`src/rtl/sem_pkg.sv`:
```
package sem_pkg;
    typedef enum logic [2:0] {
        SEM_FREE,
        SEM_LEFT,
        SEM_RIGHT,
        SEM_LEFT_RWAIT,
        SEM_RIGHT_LWAIT
    } sem_state_e;
endpackage

```
`src/rtl/sem_port_decode.sv`:
```
module sem_port_decode #(
    parameter int NUM_SEM = 8,
    localparam int IDX_W = $clog2(NUM_SEM)
) (
    input  logic               sel,
    input  logic               wr,
    input  logic [IDX_W-1:0]   idx,
    input  logic               wbit,
    output logic [NUM_SEM-1:0] req,
    output logic [NUM_SEM-1:0] rel
);
    always_comb begin
        for (int i = 0; i < NUM_SEM; i++) begin
            req[i] = sel && wr && !wbit && (idx == IDX_W'(i));
            rel[i] = sel && wr &&  wbit && (idx == IDX_W'(i));
        end
    end
endmodule

```
`src/rtl/sem_cell.sv`:
```
module sem_cell
    import sem_pkg::*;
(
    input  logic clk,
    input  logic rst_n,
    input  logic l_req,
    input  logic l_rel,
    input  logic r_req,
    input  logic r_rel,
    output logic l_own,
    output logic r_own
);
    sem_state_e state_q, state_d;

    always_ff @(posedge clk) begin
        if (!rst_n) state_q <= SEM_FREE;
        else        state_q <= state_d;
    end

    always_comb begin
        state_d = state_q;
        unique case (state_q)
            SEM_FREE: begin
                if (l_req && r_req) state_d = SEM_LEFT_RWAIT;
                else if (l_req)     state_d = SEM_LEFT;
                else if (r_req)     state_d = SEM_RIGHT;
            end
            SEM_LEFT: begin
                if (l_rel)      state_d = r_req ? SEM_RIGHT : SEM_FREE;
                else if (r_req) state_d = SEM_LEFT_RWAIT;
            end
            SEM_RIGHT: begin
                if (r_rel)      state_d = l_req ? SEM_LEFT : SEM_FREE;
                else if (l_req) state_d = SEM_RIGHT_LWAIT;
            end
            SEM_LEFT_RWAIT: begin
                if (l_rel && r_rel) state_d = SEM_FREE;
                else if (l_rel)     state_d = SEM_RIGHT;
                else if (r_rel)     state_d = SEM_LEFT;
            end
            SEM_RIGHT_LWAIT: begin
                if (l_rel && r_rel) state_d = SEM_FREE;
                else if (r_rel)     state_d = SEM_LEFT;
                else if (l_rel)     state_d = SEM_RIGHT;
            end
            default: state_d = SEM_FREE;
        endcase
    end

    always_comb begin
        l_own = (state_q == SEM_LEFT)  || (state_q == SEM_LEFT_RWAIT);
        r_own = (state_q == SEM_RIGHT) || (state_q == SEM_RIGHT_LWAIT);
    end

    // holder keeps the semaphore while it does not release
    p_hold_left_r3: assert property (@(posedge clk) disable iff (!rst_n)
        (l_own && !l_rel) |=> l_own);

    // waiting right request is granted on left release
    p_handover_r4: assert property (@(posedge clk) disable iff (!rst_n)
        (state_q == SEM_LEFT_RWAIT && l_rel && !r_rel) |=> r_own);

    // simultaneous requests on a free semaphore favour the left port
    p_tie_left_r6: assert property (@(posedge clk) disable iff (!rst_n)
        (state_q == SEM_FREE && l_req && r_req) |=> (l_own && state_q == SEM_LEFT_RWAIT));

    // withdrawing a waiting request leaves the holder in place
    p_cancel_r7: assert property (@(posedge clk) disable iff (!rst_n)
        (state_q == SEM_RIGHT_LWAIT && l_rel && !r_rel) |=> (state_q == SEM_RIGHT));

    // release with nobody waiting frees the semaphore
    p_free_r9: assert property (@(posedge clk) disable iff (!rst_n)
        (state_q == SEM_LEFT && l_rel && !r_req) |=> (!l_own && !r_own));
endmodule

```
`src/rtl/sem_read_port.sv`:
```
module sem_read_port #(
    parameter int NUM_SEM = 8,
    localparam int IDX_W = $clog2(NUM_SEM)
) (
    input  logic               clk,
    input  logic               rst_n,
    input  logic               sel,
    input  logic               wr,
    input  logic [IDX_W-1:0]   idx,
    input  logic [NUM_SEM-1:0] own,
    output logic               rbit
);
    always_ff @(posedge clk) begin
        if (!rst_n)          rbit <= 1'b1;
        else if (sel && !wr) rbit <= !own[idx];
    end

    // read bit holds between reads
    p_rbit_hold_r5: assert property (@(posedge clk) disable iff (!rst_n)
        !(sel && !wr) |=> $stable(rbit));
endmodule

```
`src/rtl/two_port_sem.sv`:
```
module two_port_sem #(
    parameter int NUM_SEM = 8,
    localparam int IDX_W = $clog2(NUM_SEM)
) (
    input  logic             clk,
    input  logic             rst_n,
    input  logic             lt_sel,
    input  logic             lt_wr,
    input  logic [IDX_W-1:0] lt_idx,
    input  logic             lt_wbit,
    output logic             lt_rbit,
    input  logic             rt_sel,
    input  logic             rt_wr,
    input  logic [IDX_W-1:0] rt_idx,
    input  logic             rt_wbit,
    output logic             rt_rbit
);
    logic [NUM_SEM-1:0] l_req, l_rel, r_req, r_rel, l_own, r_own;

    sem_port_decode #(.NUM_SEM(NUM_SEM)) u_dec_l (
        .sel(lt_sel), .wr(lt_wr), .idx(lt_idx), .wbit(lt_wbit),
        .req(l_req), .rel(l_rel)
    );

    sem_port_decode #(.NUM_SEM(NUM_SEM)) u_dec_r (
        .sel(rt_sel), .wr(rt_wr), .idx(rt_idx), .wbit(rt_wbit),
        .req(r_req), .rel(r_rel)
    );

    for (genvar g = 0; g < NUM_SEM; g++) begin : g_cell
        sem_cell u_cell (
            .clk(clk), .rst_n(rst_n),
            .l_req(l_req[g]), .l_rel(l_rel[g]),
            .r_req(r_req[g]), .r_rel(r_rel[g]),
            .l_own(l_own[g]), .r_own(r_own[g])
        );
    end

    sem_read_port #(.NUM_SEM(NUM_SEM)) u_rd_l (
        .clk(clk), .rst_n(rst_n), .sel(lt_sel), .wr(lt_wr),
        .idx(lt_idx), .own(l_own), .rbit(lt_rbit)
    );

    sem_read_port #(.NUM_SEM(NUM_SEM)) u_rd_r (
        .clk(clk), .rst_n(rst_n), .sel(rt_sel), .wr(rt_wr),
        .idx(rt_idx), .own(r_own), .rbit(rt_rbit)
    );

    // the two ports never hold the same semaphore
    p_exclusive_r3: assert property (@(posedge clk) disable iff (!rst_n)
        (l_own & r_own) == '0);

    // untouched semaphores keep their holder
    p_isolated_r1: assert property (@(posedge clk) disable iff (!rst_n)
        (!lt_sel && !rt_sel) |=> ($stable(l_own) && $stable(r_own)));
endmodule

```
`config.mk`:
```
export PLATFORM = sky130hd
export DESIGN_NAME = two_port_sem
export DESIGN_NICKNAME = d
export VERILOG_FILES = /design/src/rtl/sem_pkg.sv /design/src/rtl/sem_port_decode.sv /design/src/rtl/sem_cell.sv /design/src/rtl/sem_read_port.sv /design/src/rtl/two_port_sem.sv
export SDC_FILE = /design/constraint.sdc
export NUM_CORES = 1
export LEC_CHECK = 0
export ABC_AREA = 0
export BUFFER_PORTS_ARGS = -buffer_cell sky130_fd_sc_hd__buf_2
export CORE_MARGIN = 1
export CORE_UTILIZATION = 50
export DETAILED_ROUTE_END_ITERATION = 16
export GPL_TIMING_DRIVEN = 0
export PLACE_DENSITY = 0.72
export SETUP_SLACK_MARGIN = 0.2
export SKIP_LAST_GASP = 1
export SLEW_MARGIN = 5
export SYNTH_ARGS = -nofsm -noshare
export SYNTH_HDL_FRONTEND = slang
export SYNTH_SLANG_ARGS = --single-unit
```
`constraint.sdc`:
```
create_clock -name clk -period 1.6 [get_ports clk]
set_input_delay 0 -clock clk [delete_from_list [all_inputs] [get_ports clk]]
set_output_delay 0 -clock clk [all_outputs]
set_load 0.01 [all_outputs]
```
### Word-level counts from Yosys, hierarchy flattened

Index checks and enable logic that the tools add are counted.

* register bits: 26
* bits of input ports: 14
* output and inout port bits: 2
* word-level logic and storage cells: 326

* magnitude comparators: 2
* eq/ne operators: 86
* multiplexer cells: 132
* reductions and logical operators: 96

Operators with widths (count)
* 3-bit two-way mux: 104
* 3-bit one-hot mux with 5 select lines: 8
* 4-bit by 1-bit inequality test with 1-bit output (second input constant): 24
* 3-bit by 2-bit == test with 1-bit output (second input constant): 20
* 1-bit logical AND: 56
* 3-bit == test (second input constant): 16
* 3-bit by 1-bit inequality test with 1-bit output (second input constant): 16
* 5-bit AND reduction: 8
* 3-bit by 1-bit == test with 1-bit output (second input constant): 10
* 3-bit logical NOT: 10
* 1-bit logical OR: 16
* 2-bit two-way mux: 8
* 1-bit two-way mux: 10
* 3-bit by 4-bit less-than comparator with 1-bit output (second input constant): 2
* 1-bit binary-select mux with 3-bit select: 2
* 1-bit logical NOT: 6

### Depth between registers and ports, before layout

* depth after elaboration: 7
* gate-level depth with buffers: 8
* mapped depth without buffers: 5

### By module

From an unflattened synthesis, not the netlist that was laid out.

* cells, all modules: 298
* area, all modules: 2497.4 um^2

Modules (own cells, without submodules)
* sem_cell: times used 8, cells an instance 29, area each 255.2 um^2, seq. area each 60.1 um^2
* sem_port_decode: times used 2, cells an instance 23, area each 116.4 um^2, seq. area each 0.0 um^2
* sem_read_port: times used 2, cells an instance 10, area each 111.4 um^2, seq. area each 20.0 um^2

### Worst setup path before layout

Ideal clock, no wire load.

* path type: reg2reg
* start: reg g_cell[2].u_cell.state_q[2]
* end: reg g_cell[2].u_cell.state_q[2]
* library setup time: 116 ps
* data arrival time: 1486 ps
* data required time: 1484 ps
* path slack: -2 ps
* cell stages (with the launch flop): 7
* buffers on the path: 1
* clock period less this slack: 1602 ps
* path through: dfxtp_1 -> clkbuf_1 -> nand2b_1 -> a211oi_1 -> o31ai_4 -> and4b_1 -> o211a_1

* word-level cells in the longest chain between the ends: 3

Ends and longest elaborated chain
* from (decl): RTL line sem_cell.sv:13 `sem_state_e state_q, state_d;`
* from (signal assigned): RTL line sem_cell.sv:17 `else state_q <= state_d;`
* 3-bit by 2-bit == test with 1-bit output (tied with other cells): RTL line sem_cell.sv:22 `unique case (state_q)`
* 4-bit by 1-bit inequality test with 1-bit output (no source line) or 3-bit by 1-bit inequality test with 1-bit output (tied branches)
* 5-bit AND reduction (no source line)

Several ways; a longest one is shown, not always the timed one.
A chain may end at the register's enable or synchronous reset.

### Worst setup path after layout

* start: reg g_cell[3].u_cell.state_q[0]
* end: reg g_cell[3].u_cell.state_q[1]

* word-level cells in the longest chain between the ends: 3

Ends and longest elaborated chain (RTL line)
* from (decl): sem_cell.sv:13
* from (signal assigned): sem_cell.sv:17
* 3-bit by 2-bit == test with 1-bit output (tied with other cells): sem_cell.sv:22
* 4-bit by 1-bit inequality test with 1-bit output (no source line) or 3-bit by 1-bit inequality test with 1-bit output (tied branches)
* 5-bit AND reduction (no source line)

Several ways; a longest one is shown, not always the timed one.

==> metrics.txt <==
Final Skew=roughly 0.012 ns; num rows=26; top post-synthesis cells by area=dfxtp_1, a21oi_1, nor2_1; Iter 0 DRT Violations=343; GP Congestion=around 0.89; CP Data Arrival Time=1.79 ns; Most used DFF post-synth=dfxtp_1; Min Clock Period, post-route=~1.6 ns; Unique masters post-synth=between 70 and 80; failing checks=negative setup slack; vias per std cell=around 6.7; mux contribution to synthesized area=0.0412; Crit path largest cell delay=about 0.43 ns; grt ovf=0; CP bufs+invs=1; Area after DPL=between 3000 and 4000 um2; Synth area leader=dfxtp_1; Post-Synth Simple-Gate Area=0.349; Die Y=77.1 um; maximum VDD drop=roughly 0.00047 V; Pre-Repair DR Iteration Count=5; initial core utilization=0.535; final net count=around 430; DR vias=around 3300; hold_ws=a little under 0.1 ns; Worst Hold Class=input pin to flop; DIE AREA=5950 um2; Synth Cell Area=2820 um2; HPWL Detailed=between 6000 and 7000 um; adder-cell area share of the yosys netlist=0; # setup viols final=1; Total GRT Usage=0.305; count leader, synth=nor2_1; Root Driver=clkbuf_8; CTS HTree Levels=1; Remaining DRCs=0; Final ANT Viol Nets=0; Critical Path End Type=flop; TritonCTS buffer count=3; largest family of logic cells by synthesized area=simple AND/OR/NAND/NOR gates; setup ws final=-0.00525 ns; Top delay family on crit path=simple AND/OR/NAND/NOR gates; fraction of layout cells with a size suffix above 1=0.363; Synthesized Nets=391; total wire length=between 9000 and 10000 um; kind of critical path=flop to flop; post-synthesis cell count=~380; clock buffer depth=2; RSZ-0062 raised after global routing=true; sequential cell area=~540 um2; Max Fclk=623 MHz; CTS tree=yes; Final Slew Violations=0; vias in the first global route=~3100; clock-pin slew on the worst setup and hold paths=0.11 ns; CTS Sinks=26; compound-cell area share of the yosys netlist=0.298; Worst Path Required=~1.8 ns; post-synthesis sequential area ratio=0.184; PortBufs=12; period utilization=1.00; CP max-delay cell=or4_4; wire per inst=between 15 and 20 um; Post-synth top cells=nor2_1, a21oi_1, dfxtp_1; post-synthesis register bit count=26; non-filler cells, final=489; Total Power=between 2 and 2.5 mW; Die W=roughly 77 um; Worst-Skew Late Latency=0.30 ns; Slew HR=0.599; IO Count=16; Async S/R FF share, synth=0; Post-synth EDFFs=0; area of the multi-input gates=between 2000 and 2500 um2; PwrDens=approximately 550 nW/um2; Core ar.=between 5000 and 6000 um2; Leakage=about 1.4 nW; Synth-to-Final Area Change=30.3%; initial antenna violation count=0; syn_area_per_cell=7.48 um2; n_diodes=0; CP cell instances=buf_6 -> nor2b_1 -> or4_4 -> o31ai_2 -> a221o_1 -> mux2i_1; outcome=finished, violations left; Post-Synth XOR/XNOR Area=0.0435; hold violation total from the final report=0; Synth warnings=0; slew at the pin closest to its max-slew limit=approximately 0.6 ns; global-route wire length before repair=14600 um; share of the synthesized area in the top cell type=0.184; CP Max Fanout=10; crit path launch type=flop; final instance area=about 3700 um2; largest net degree at the start of global routing=15; # placed instances=between 400 and 500; fill count=430; MaxCap Viol Count=0
state kept, by name (all words and copies together), names as in the netlist:
signal and flops:
g_cell.u_cell.state_q 24, u_rd_r.rbit 1, u_rd_l.rbit 1
through the flow:
step	utilization	setup TNS, ns	worst slack (ns)
global placement	0.588	-0.0661	-0.0394
detailed placement	0.588	-0.132	-0.0625
CTS	0.664	-0.0978	-0.0574
floorplan	-	0	0.0448
finish	0.698	-0.00525	-0.00525
global route	0.698	-0.112	-0.0475
report_power, final:
group,switching [mW],internal (mW),total (mW)
clock,0.256,0.222,0.478
combinational,0.457,0.379,0.836
sequential,0.0344,0.692,0.726
total,0.747,1.29,2.04
routing by layer:
metal	routed length (um)	track usage	vias up
li1	-	-	1515
met1	3860	0.377	1580
met2	4470	0.515	166
met3	665	0.0488	33
met4	299	0.136	0
met5	0	0	-
cells by family (layout without fill, tap and decap cells):
logic type             count (synthesis)  in the layout
AO/OA/AOI/OAI                        113            113
buffers and inverters                 51             93
multiplexers                           9              9
AND/OR/NAND/NOR                      164            164
flip-flops                            26             26
XOR/XNOR                              14             14
final timing paths:
check,to,cells past startpoint,from,slack (ns)
min reg2reg,u_rd_l.rbit$_SDFFE_PN1P_,2,u_rd_l.rbit$_SDFFE_PN1P_,0.49
max reg2reg,g_cell[3].u_cell.state_q[1]$_SDFFE_PN0P_,6,g_cell[3].u_cell.state_q[0]$_SDFFE_PN0P_,-0.005
max,g_cell[3].u_cell.state_q[1]$_SDFFE_PN0P_,6,g_cell[3].u_cell.state_q[0]$_SDFFE_PN0P_,-0.005
min,u_rd_r.rbit$_SDFFE_PN1P_,3,rt_sel,0.1
worst reg2reg max path, cell delays in order (launching register included):
cell and delay [ns]:
dfxtp_2 0.33, buf_6 0.13, nor2b_1 0.15, or4_4 0.43
o31ai_2 0.23, a221o_1 0.18, mux2i_1 0.06
cells in the final DEF, fill, tap and decap left out, types with 4 or more instances in the layout:
cell / count
o21ai_0: 8
a22oi_1: 4
o31a_1: 4
nor2b_4: 4
o31ai_1: 4
xor2_1: 8
a21oi_1: 23
a31oi_1: 8
dfxtp_2: 13
nor2b_1: 8
nand2_1: 18
buf_2: 24
nor2_1: 26
nor3_1: 10
and3_1: 8
inv_1: 7
nand3b_1: 4
nand4_1: 4
clkbuf_8: 16
dfxtp_1: 13
buf_6: 12
buf_4: 25
nand3_1: 11
mux2i_1: 5
nor4_1: 12
nand2b_1: 14
o21bai_1: 4
or4_4: 4
layout make-up:
class                           count  area share
Buffer                             42       0.102
Clock buffer                        4      0.0150
Inverter                            9     0.00919
Multi-Input combinational cell    300       0.628
Sequential cell                    26       0.146
Tap cell                           70      0.0238
Timing Repair Buffer               38      0.0762
what timing repair did:
item / CTS / global route
resized for setup: 47 / 39
pin swaps: 21 / 19
hold buffers: 1 / 0
hold endpoints to repair: 1 / 0
buffers inserted: 19 / 6
endpoints found under the setup margin: 14 / 16
No activity file was read; power rests on OpenSTA's default activity.
